**config.mk**
```make
export PLATFORM = sky130hd
export DESIGN_NAME = ipc_mbox_top
export DESIGN_NICKNAME = d
export VERILOG_FILES = /design/src/rtl/ipc_mbox_pkg.sv /design/src/rtl/ipc_mbox_decode.sv /design/src/rtl/ipc_mbox_core.sv /design/src/rtl/ipc_mbox_top.sv
export SDC_FILE = /design/constraint.sdc
export NUM_CORES = 1
export LEC_CHECK = 0
export BUFFER_PORTS_ARGS = -buffer_cell sky130_fd_sc_hd__clkbuf_2
export CAP_MARGIN = 20
export CORE_MARGIN = 2
export CORE_UTILIZATION = 25
export DETAILED_ROUTE_END_ITERATION = 7
export PLACE_DENSITY = 0.47
export SLEW_MARGIN = 20
export SYNTH_ARGS = -nofsm -noshare
export SYNTH_HDL_FRONTEND = slang
export SYNTH_HIERARCHICAL = 1
export SYNTH_SLANG_ARGS = --single-unit
```
**constraint.sdc**
```tcl
create_clock -name clk -period 2.52 [get_ports clk]
set_input_delay 0.252 -clock clk [delete_from_list [all_inputs] [get_ports clk]]
set_output_delay 0.252 -clock clk [all_outputs]
set_load 0.02 [all_outputs]
```
**src/rtl/ipc_mbox_pkg.sv**
```systemverilog
package ipc_mbox_pkg;
    localparam int WORD_W   = 32;
    localparam int BYTE_W   = 8;
    localparam int SUB_W    = 4;

    // word indices in the host map
    localparam int IDX_CMD  = 0;
    localparam int IDX_STAT = 1;
    localparam int IDX_SRC  = 2;
    localparam int IDX_DST  = 3;
    localparam int IDX_WBUF = 32;

    // command word field positions
    localparam int CMD_OP_LSB  = 0;
    localparam int CMD_IOC_BIT = 8;
    localparam int CMD_SUB_LSB = 12;
    localparam int CMD_LEN_LSB = 16;

    typedef struct packed {
        logic [BYTE_W-1:0] rsv_hi;
        logic [BYTE_W-1:0] code;
        logic [BYTE_W-1:0] initiator;
        logic [SUB_W-1:0]  sub;
        logic              rsv_lo;
        logic              ovr;
        logic              err;
        logic              busy;
    } stat_word_t;
endpackage

```
**src/rtl/ipc_mbox_decode.sv**
```systemverilog
module ipc_mbox_decode
    import ipc_mbox_pkg::*;
#(
    parameter int NWORDS = 4,
    parameter int ADDR_W = 8
) (
    input  logic                          wr,
    input  logic [ADDR_W-1:0]             addr,
    input  logic [WORD_W-1:0]             stat,
    input  logic [WORD_W-1:0]             sptr,
    input  logic [WORD_W-1:0]             dptr,
    input  logic [NWORDS-1:0][WORD_W-1:0] wbuf,
    input  logic [NWORDS-1:0][WORD_W-1:0] rbuf,
    output logic                          cmd_we,
    output logic                          sptr_we,
    output logic                          dptr_we,
    output logic [NWORDS-1:0]             wbuf_we,
    output logic [WORD_W-1:0]             rdata
);
    localparam int WIDX_W   = ADDR_W - 2;
    localparam int IDX_RBUF = IDX_WBUF + NWORDS;

    logic              aligned;
    logic [WIDX_W-1:0] widx;

    assign aligned = (addr[1:0] == 2'b00);
    assign widx    = addr[ADDR_W-1:2];

    assign cmd_we  = wr && aligned && (widx == WIDX_W'(IDX_CMD));
    assign sptr_we = wr && aligned && (widx == WIDX_W'(IDX_SRC));
    assign dptr_we = wr && aligned && (widx == WIDX_W'(IDX_DST));

    for (genvar i = 0; i < NWORDS; i++) begin : g_wbuf_we
        assign wbuf_we[i] = wr && aligned && (widx == WIDX_W'(IDX_WBUF + i));
    end

    always_comb begin
        rdata = '0;
        if (aligned) begin
            if (widx == WIDX_W'(IDX_STAT)) rdata = stat;
            if (widx == WIDX_W'(IDX_SRC))  rdata = sptr;
            if (widx == WIDX_W'(IDX_DST))  rdata = dptr;
            for (int i = 0; i < NWORDS; i++) begin
                if (widx == WIDX_W'(IDX_WBUF + i)) rdata = wbuf[i];
                if (widx == WIDX_W'(IDX_RBUF + i)) rdata = rbuf[i];
            end
        end
    end
endmodule

```
**src/rtl/ipc_mbox_core.sv**
```systemverilog
module ipc_mbox_core
    import ipc_mbox_pkg::*;
#(
    parameter int                NWORDS    = 4,
    parameter logic [BYTE_W-1:0] INITIATOR = 8'h00
) (
    input  logic                          clk,
    input  logic                          rst_n,
    input  logic                          cmd_we,
    input  logic                          sptr_we,
    input  logic                          dptr_we,
    input  logic [NWORDS-1:0]             wbuf_we,
    input  logic [WORD_W-1:0]             wdata,
    input  logic                          done,
    input  logic                          done_err,
    input  logic [BYTE_W-1:0]             done_code,
    input  logic [NWORDS*WORD_W-1:0]      done_data,
    output logic [WORD_W-1:0]             stat,
    output logic [WORD_W-1:0]             sptr,
    output logic [WORD_W-1:0]             dptr,
    output logic [NWORDS-1:0][WORD_W-1:0] wbuf,
    output logic [NWORDS-1:0][WORD_W-1:0] rbuf,
    output logic                          bell,
    output logic                          irq,
    output logic [BYTE_W-1:0]             op,
    output logic                          ioc,
    output logic [SUB_W-1:0]              sub,
    output logic [BYTE_W-1:0]             len
);
    typedef struct packed {
        logic                          busy;
        logic                          err;
        logic                          ovr;
        logic                          ioc;
        logic                          bell;
        logic                          irq;
        logic [BYTE_W-1:0]             code;
        logic [BYTE_W-1:0]             op;
        logic [BYTE_W-1:0]             len;
        logic [SUB_W-1:0]              sub;
        logic [WORD_W-1:0]             sptr;
        logic [WORD_W-1:0]             dptr;
        logic [NWORDS-1:0][WORD_W-1:0] wbuf;
        logic [NWORDS-1:0][WORD_W-1:0] rbuf;
    } state_t;

    state_t st_d, st_q;

    always_comb begin
        st_d      = st_q;
        st_d.bell = 1'b0;
        st_d.irq  = 1'b0;
        if (cmd_we) begin
            if (st_q.busy) begin
                st_d.ovr = 1'b1;
            end else begin
                st_d.busy = 1'b1;
                st_d.err  = 1'b0;
                st_d.code = '0;
                st_d.op   = wdata[CMD_OP_LSB +: BYTE_W];
                st_d.ioc  = wdata[CMD_IOC_BIT];
                st_d.sub  = wdata[CMD_SUB_LSB +: SUB_W];
                st_d.len  = wdata[CMD_LEN_LSB +: BYTE_W];
                st_d.bell = 1'b1;
            end
        end
        if (!st_q.busy) begin
            if (sptr_we) st_d.sptr = wdata;
            if (dptr_we) st_d.dptr = wdata;
            for (int i = 0; i < NWORDS; i++) begin
                if (wbuf_we[i]) st_d.wbuf[i] = wdata;
            end
        end
        if (done && st_q.busy) begin
            st_d.busy = 1'b0;
            st_d.err  = done_err;
            st_d.code = done_code;
            st_d.irq  = st_q.ioc;
            if (!done_err) st_d.rbuf = done_data;
        end
    end

    always_ff @(posedge clk or negedge rst_n) begin
        if (!rst_n) st_q <= '0;
        else        st_q <= st_d;
    end

    stat_word_t sw;
    assign sw = '{rsv_hi: '0, code: st_q.code, initiator: INITIATOR, sub: st_q.sub,
                  rsv_lo: 1'b0, ovr: st_q.ovr, err: st_q.err, busy: st_q.busy};

    assign stat = sw;
    assign sptr = st_q.sptr;
    assign dptr = st_q.dptr;
    assign wbuf = st_q.wbuf;
    assign rbuf = st_q.rbuf;
    assign bell = st_q.bell;
    assign irq  = st_q.irq;
    assign op   = st_q.op;
    assign ioc  = st_q.ioc;
    assign sub  = st_q.sub;
    assign len  = st_q.len;


    bell_pulse_chk: assert property (@(posedge clk) disable iff (!rst_n)
        st_q.bell |=> !st_q.bell);

    busy_rise_chk: assert property (@(posedge clk) disable iff (!rst_n)
        $rose(st_q.busy) |-> $past(cmd_we));

    done_clear_chk: assert property (@(posedge clk) disable iff (!rst_n)
        (done && st_q.busy) |=> !st_q.busy);

    ovr_sticky_chk: assert property (@(posedge clk) disable iff (!rst_n)
        st_q.ovr |=> st_q.ovr);

    busy_nobell_chk: assert property (@(posedge clk) disable iff (!rst_n)
        (cmd_we && st_q.busy) |=> (!st_q.bell && $stable(st_q.op)));

    irq_cause_chk: assert property (@(posedge clk) disable iff (!rst_n)
        st_q.irq |-> $past(done && st_q.busy && st_q.ioc));
endmodule

```
**src/rtl/ipc_mbox_top.sv**
```systemverilog
module ipc_mbox_top
    import ipc_mbox_pkg::*;
#(
    parameter int                NWORDS    = 4,
    parameter int                ADDR_W    = 8,
    parameter logic [BYTE_W-1:0] INITIATOR = 8'h00
) (
    input  logic                     clk,
    input  logic                     rst_n,
    input  logic                     host_wr,
    input  logic [ADDR_W-1:0]        host_addr,
    input  logic [WORD_W-1:0]        host_wdata,
    output logic [WORD_W-1:0]        host_rdata,
    output logic                     host_irq,
    output logic                     ctl_doorbell,
    output logic [BYTE_W-1:0]        ctl_opcode,
    output logic                     ctl_ioc,
    output logic [SUB_W-1:0]         ctl_subtype,
    output logic [BYTE_W-1:0]        ctl_len,
    output logic [WORD_W-1:0]        ctl_src_ptr,
    output logic [WORD_W-1:0]        ctl_dst_ptr,
    output logic [NWORDS*WORD_W-1:0] ctl_wbuf,
    input  logic                     ctl_done,
    input  logic                     ctl_done_err,
    input  logic [BYTE_W-1:0]        ctl_done_code,
    input  logic [NWORDS*WORD_W-1:0] ctl_done_data
);
    logic                          cmd_we, sptr_we, dptr_we;
    logic [NWORDS-1:0]             wbuf_we;
    logic [WORD_W-1:0]             stat;
    logic [NWORDS-1:0][WORD_W-1:0] wbuf, rbuf;

    ipc_mbox_decode #(.NWORDS(NWORDS), .ADDR_W(ADDR_W)) u_decode (
        .wr      (host_wr),
        .addr    (host_addr),
        .stat    (stat),
        .sptr    (ctl_src_ptr),
        .dptr    (ctl_dst_ptr),
        .wbuf    (wbuf),
        .rbuf    (rbuf),
        .cmd_we  (cmd_we),
        .sptr_we (sptr_we),
        .dptr_we (dptr_we),
        .wbuf_we (wbuf_we),
        .rdata   (host_rdata)
    );

    ipc_mbox_core #(.NWORDS(NWORDS), .INITIATOR(INITIATOR)) u_core (
        .clk       (clk),
        .rst_n     (rst_n),
        .cmd_we    (cmd_we),
        .sptr_we   (sptr_we),
        .dptr_we   (dptr_we),
        .wbuf_we   (wbuf_we),
        .wdata     (host_wdata),
        .done      (ctl_done),
        .done_err  (ctl_done_err),
        .done_code (ctl_done_code),
        .done_data (ctl_done_data),
        .stat      (stat),
        .sptr      (ctl_src_ptr),
        .dptr      (ctl_dst_ptr),
        .wbuf      (wbuf),
        .rbuf      (rbuf),
        .bell      (ctl_doorbell),
        .irq       (host_irq),
        .op        (ctl_opcode),
        .ioc       (ctl_ioc),
        .sub       (ctl_subtype),
        .len       (ctl_len)
    );

    assign ctl_wbuf = wbuf;
endmodule

```
==> results of run 1 <==
==> logic make-up (layout without fill, tap and decap cells) <==
logic type      Yosys count  after routing  share of synthesized area [%]
flops                   354            354                           53.0
mux                     394            394                           26.5
compound gates          268            268                           11.1
simple gates            128            128                           4.54
other cells               1             23                         0.0224
buf+inv                 121            807                           4.89
==> power by group through the flow <==
| stage | Sequential, W | Combinational [W] | Clock (W) |
|---|---|---|---|
| after floorplan | 0.00712 | 0.00110 | 0 |
| after global placement | 0.00714 | 0.00217 | 0 |
| after detailed placement | 0.00715 | 0.00221 | 0 |
| after CTS | 0.00706 | 0.00247 | 0.00664 |
| after global routing | 0.00718 | 0.00271 | 0.00690 |
| final | 0.00708 | 0.00252 | 0.00647 |
==> metrics by stage <==
step	utilization, %	cell area [µm²]	instances
final	36.8	24300	2838
after global routing	36.8	24300	2835
after global placement	31.2	20600	2584
after floorplan	-	16800	1282
after detailed placement	31.2	20600	2584
after CTS	36.2	23900	2817
==> sequential cells by signal (all words and copies together), names as in the netlist <==
name,cells
u_core/sub,4
u_core/bell,1
u_core/sptr,32
u_core/op,8
u_core/ioc,1
u_core/dptr,32
u_core/rbuf,128
u_core/wbuf,128
u_core/irq,1
u_core/len,8
u_core/stat,11
==> placed cells by master (no fill, tap or decap), types with 18 or more instances in the layout <==
master and n:
a22o_1 21, buf_4 131, dfrtp_1 353, buf_12 33, nor2_1 18, mux2i_1 26
dlygate4sd3_1 134, clkbuf_2 402, o21ai_0 63, and3_1 25, mux2_2 344, a21oi_1 46
clkbuf_16 46
==> how the worst max path moves through the flow <==
stage                     endpoint  slack (ns)  depth (start not counted)
global placement    host_rdata[16]       -0.22                          8
CTS                  host_rdata[3]       -0.37                          6
floorplan           host_rdata[13]        0.11                          8
finish               host_rdata[3]       -0.34                          6
detailed placement  host_rdata[16]       -0.22                          8
global route         host_rdata[3]       -0.43                          6
==> final cells by class <==
class                      instances  area (µm²)
multi-input combinational        807        7640
sequential                       354        8860
clock buffer                      67        1340
tap                              864        1080
fill                            6430       41700
inverter                           1        3.75
antenna                            6        15.0
clock inverter                    18         145
timing repair buffer             721        5210
==> critical path, delay by kind of cell, from the launching register on <==
family,cells,cell delay [ns]
AND/OR/NAND/NOR,2,0.32
AO/OA/AOI/OAI,2,0.89
flip-flops,1,0.37
multiplexers,1,0.26
buffers and inverters,1,0.17
==> timing repair <==
action                                 in CTS  in global routing
hold buffers                              134                  0
setup endpoints to repair                  29                 31
pin swaps                                  20                 32
endpoints found under the hold margin     198                  0
gates resized for setup                    70                 72
setup buffers                              16                 16
==> routing by layer <==
metal,up-vias,part of all wire (%),routed length (µm)
li1,6088,-,-
met1,7124,44,32600
met2,452,46,33400
met3,102,7.2,5300
met4,4,2.7,1990
met5,-,0.035,26
==> flow_summary_export.csv, run 1 <==
group,metric,value,unit
clock_tree,insertion_delay,0.57,ns
logic_synthesis,synth_common_cells,"dfrtp_1 (354), mux2_2 (354), o21ai_0 (64), a21oi_1 (49), clkbuf_1 (35)",
outcome,outcome,"finished with violations",
placed_design,place.gp.congestion,0.899,
timing,maxSlewHeadroom,40.9,%
power,p_int,0.0116,W
global_route,grt.met2_usage,32.4,%
detailed_routing,drc,0,
die,start_util,25.3,%
global_route,grt_pass1_wl,105000,µm
logic_synthesis,netlist_instances,1266,
timing,report.final.slew_viol_count,0,
logic_synthesis,ys_seq_area_share,53.0,%
logic_synthesis,synth_edf_count,0,
worst_setup_path,crit_arrival,2.60,ns
min_path,holdPathEnd,"u_core/stat[18]$_DFFE_PN0P_",
timing,min_period,2.86,ns
global_route,grt.busiest_layer,"met2",
logic_synthesis,ys.flop_type,"dfrtp_1",
clock_tree,cts_buffer_depth,3,
power,p_clk_share,40.3,%
logic_synthesis,post-synth-top-area-cell,"dfrtp_1",
clock_tree,clk_pin_slew_worst_paths,0.06,ns
clock_tree,cts_sinks,354,
power,report.power.total,0.0161,W
layout,fin_nets,2112,
timing,fin_crit_sh,113,%
placed_design,dp_hpwl,54600,µm
worst_setup_path,worst_ep_required_time,2.27,ns
worst_setup_path,timing.critical_path.slowest_stage_cell,"a222oi_1",
logic_synthesis,ys_seq_elements,354,
detailed_routing,detail_route.first_pass.iterations,8,
global_route,grt_pass1_vias,14400,
detailed_routing,avgRoutedWirePerCell,25.8,µm
logic_synthesis,yosysTopAreaCellShare,53.0,%
die,fp-row-count,94,
detailed_routing,vias_per_cell,4.85,
global_route,grt.met3_usage,5.45,%
min_path,holdCritStartpoint,"ctl_done_code[2]",
power,p_sw_share,27.9,%
global_route,track_usage,20.7,%
die,core_area,66000,µm²
worst_setup_path,crit_path_end_kind,"output pin",
clock_tree,htree_num_levels,2,
power,p_switching,0.00449,W
clock_tree,cts_buffers,46,
outcome,violations,"negative setup slack",
timing,hold_viol,0,
detailed_routing,ant_nets,0,
power,power_density,662,nW/µm²
clock_tree,root_buffer,"clkbuf_16",
logic_synthesis,synthTopCellsByArea,"dfrtp_1 (53%), mux2_2 (24%), buf_6 (2.0%), o21ai_0 (1.9%), mux2i_1 (1.6%)",
placed_design,portBuffers,427,
job,drv_cap,0,
worst_setup_path,timing.rr.start,"u_core/stat[0]$_DFFE_PN0P_",
min_path,whs_path_depth,3,
global_route,grt_antenna_before_repair,8,
power,combPwrFrac,15.7,%
worst_setup_path,rrSetupSlack,0.64,ns
min_path,hold_path_class,"primary input to flip-flop",
logic_synthesis,ys_types,56,
worst_setup_path,cp-startpoint,"u_core/dptr[3]$_DFFE_PN0P_",
worst_setup_path,rr_worst_depth,5,
timing,finalSetupViolCount,10,
timing,rsz0062_at_grt,"yes",
timing,finalSetupTns,-1.37,ns
worst_setup_path,worstPathMaxFanout,2,
layout,drive_gt1_share,56.4,%
timing,worst_hold_slack,0.0348,ns
logic_synthesis,synthArstFlopShare,100,%
clock_tree,cts_tree,"built",
timing,fin_worst_skew,0.0125,ns
power,p_leak,12.2,nW
die,die_area,69000,µm²
global_route,grt_use_met1,28.1,%
worst_setup_path,timing.rr.end,"u_core/dptr[12]$_DFFE_PN0P_",
detailed_routing,drt-initial-drc-count,913,
detailed_routing,vias,13800,
detailed_routing,finalWirelength,73300,µm
timing,layout_setup_ws,-0.336,ns
layout,area_growth,45.3,%
worst_setup_path,worstSetupPathType,"flip-flop to output pin",
placed_design,dp_slack,-0.215,ns
timing,max_freq,350,MHz
logic_synthesis,yosysWarnings,6,
worst_setup_path,crit_chain,"mux2_2, a22o_1, a222oi_1, and3_1, nor3_1, buf_4",
timing,worst_pin_slew,0.883,ns
power,seqPwrFrac,44.0,%
power,ir_drop,452,µV
logic_synthesis,synth.cell_area,16700,µm²
global_route,grt_max_degree,73,
die,chipHeight,263,µm
die,num_io_pins,428,
logic_synthesis,avgSynthCellArea,13.2,µm²
worst_setup_path,worstSetupStartpointType,"flip-flop",
worst_setup_path,slowest_delay,0.70,ns
die,die_x,263,µm
global_route,overflow,0,
Power figures use the tool's default switching activity.
==> run 2: changes to the inputs <==
- PLACE_DENSITY: 0.47 -> 0.48
- SKIP_CTS_REPAIR_TIMING: not set -> 1
- clock period: 2.52 -> 2.5 ns (I/O delays scaled with it)
==> run 2 against run 1 <==
  * The run still ends with negative setup slack left
  * Global-route usage is 0.52 points lower
  * Flip-flop and latch count did not move
  * Utilization about the same
  * Hold slack lost 0.020 ns
  * First-iteration DRC count grew 7.6%
  * Critical path type unchanged
  * Critical endpoint unchanged
==> flow_summary_export.csv, run 2 (synthesis results as in run 1) <==
group,metric,value,unit
worst_setup_path,crit_chain,"mux2_4, a22o_4, a222oi_1, buf_4, and3_1, nor3_1, buf_2",
power,report.power.total,0.0165,W
worst_setup_path,worstSetupPathType,"flip-flop to output pin",
power,combPwrFrac,15.4,%
detailed_routing,drc,0,
worst_setup_path,worst_ep_required_time,2.25,ns
power,seqPwrFrac,43.3,%
clock_tree,cts_sinks,354,
detailed_routing,ant_nets,0,
clock_tree,clk_pin_slew_worst_paths,0.06,ns
power,p_int,0.0120,W
layout,final_cell_mix,"clkbuf_2 (404), dfrtp_1 (352), mux2_2 (344)",
global_route,grt_pass1_wl,101000,µm
detailed_routing,met1_length,32800,µm
detailed_routing,top_layer,"met5",
layout,multi_input_area,7690,µm²
min_path,hold_path_class,"primary input to flip-flop",
outcome,outcome,"finished with violations",
power,p_leak,12.2,nW
outcome,violations,"negative setup slack",
layout,drive_gt1_share,57.5,%
die,core_area,66000,µm²
layout,area_growth,45.3,%
power,p_clk_share,41.2,%
die,die_x,263,µm
global_route,grt_max_degree,82,
die,fp-row-count,94,
layout,fin_nets,2108,
timing,fin_crit_sh,113,%
timing,maxSlewHeadroom,33.5,%
timing,worst_pin_slew,0.994,ns
layout,seqCellArea,8860,µm²
layout,postLayoutCoreUtil,36.8,%
timing,fin_worst_skew,0.0249,ns
timing,report.final.slew_viol_count,0,
detailed_routing,detail_route.first_pass.iterations,6,
worst_setup_path,crit_arrival,2.56,ns
worst_setup_path,slowest_delay,0.51,ns
die,die_area,69000,µm²
timing,min_period,2.81,ns
worst_setup_path,crit_path_end_kind,"output pin",
timing,finalSetupViolCount,8,
timing,worst_hold_slack,0.0153,ns
detailed_routing,avgRoutedWirePerCell,25.8,µm
detailed_routing,wl_met2,33300,µm
detailed_routing,finalWirelength,73000,µm
layout,mostFrequentLayoutCell,"clkbuf_2",
placed_design,portBuffers,427,
detailed_routing,vias,13700,
detailed_routing,met3_length,4940,µm
layout,fillerInstances,6517,
power,power_density,677,nW/µm²
global_route,grt_antenna_before_repair,6,
clock_tree,cts_buffer_depth,3,
placed_design,place.gp.congestion,0.899,
job,drv_cap,0,
detailed_routing,vias_per_cell,4.85,
power,ir_drop,504,µV
power,p_switching,0.00447,W
detailed_routing,drt-initial-drc-count,982,
timing,layout_setup_ws,-0.313,ns
timing,hold_viol,0,
power,p_sw_share,27.2,%
clock_tree,cts_buffers,44,
clock_tree,root_buffer,"clkbuf_16",
clock_tree,insertion_delay,0.58,ns
timing,max_freq,356,MHz
global_route,track_usage,20.2,%
clock_tree,htree_num_levels,2,
worst_setup_path,worstPathMaxFanout,3,
global_route,grt_pass1_vias,13500,
die,chipHeight,263,µm
timing,rsz0062_at_grt,"yes",
die,start_util,25.3,%
placed_design,dp_hpwl,54200,µm
worst_setup_path,worstSetupStartpointType,"flip-flop",
worst_setup_path,timing.critical_path.slowest_stage_cell,"a222oi_1",
clock_tree,cts_tree,"built",
global_route,overflow,0,
die,num_io_pins,428,
placed_design,dp_slack,-0.217,ns
## run 2: changes by cell type in the layout (fill, tap and decap cells not counted), sizes merged
cell,before,now
nor2,27,28
dlygate4sd3,134,129
bufinv,1,5
clkbuf,475,467
clkinvlp,3,1
buf,179,184
inv,4,2
clkinv,11,13
diode,6,7
## run 2: metal layers
layer	up-vias	GRT usage (%)
li1	6079	-
met1	7090	28.0
met2	467	31.0
met3	102	4.93
met4	8	6.40
met5	-	0
## run 2: power by group through the flow
stage                     clock (W)  sequential [W]  combinational, W
final                       0.00679         0.00713           0.00254
after global routing        0.00723         0.00721           0.00272
after CTS                   0.00698         0.00709           0.00225
after detailed placement          0         0.00719           0.00224
after global placement            0         0.00716           0.00220
after floorplan                   0         0.00717           0.00111
## run 2: worst paths after layout
kind,depth (start not counted),to,start,slack [ns]
setup reg to reg,5,u_core/rbuf[65]$_DFFE_PN0P_,u_core/stat[0]$_DFFE_PN0P_,0.61
hold / removal,3,u_core/stat[20]$_DFFE_PN0P_,ctl_done_code[4],0.02
hold reg to reg,1,u_core/stat[2]$_DFFE_PN0P_,u_core/stat[2]$_DFFE_PN0P_,0.46
min in group asynchronous,2,u_core/rbuf[108]$_DFFE_PN0P_,rst_n,0.29
max in group asynchronous,3,u_core/dptr[30]$_DFFE_PN0P_,rst_n,1.39
setup / recovery,7,host_rdata[3],u_core/dptr[3]$_DFFE_PN0P_,-0.31
## run 2: area by class of cell
| type | count | share of cell area (%) |
|---|---|---|
| Sequential cell | 354 | 36.5 |
| Multi-Input combinational cell | 808 | 31.7 |
| Timing Repair Buffer | 718 | 21.0 |
| Clock buffer | 62 | 5.36 |
| Tap cell | 864 | 4.45 |
| Clock inverter | 20 | 1.01 |
| Antenna cell | 7 | 0.0721 |
| Inverter | 1 | 0.0155 |
## run 2: per-stage QoR
| step | area [µm²] | TNS (ns) | cells |
|---|---|---|---|
| finish | 24300 | -0.987 | 2834 |
| global route | 24300 | -2.05 | 2829 |
| CTS | 22100 | -4.55 | 2668 |
| detailed placement | 20600 | -2.84 | 2586 |
| global placement | 20600 | -2.69 | 2586 |
| floorplan | 16800 | 0 | 1282 |
## run 2: critical path: cells and delay by family (launching register included)
| family | cells | cell delay (ns) |
|---|---|---|
| buffers and inverters | 2 | 0.38 |
| and+or+nand+nor | 2 | 0.20 |
| DFF | 1 | 0.39 |
| muxes | 1 | 0.26 |
| AOI/OAI and AO/OA | 2 | 0.74 |
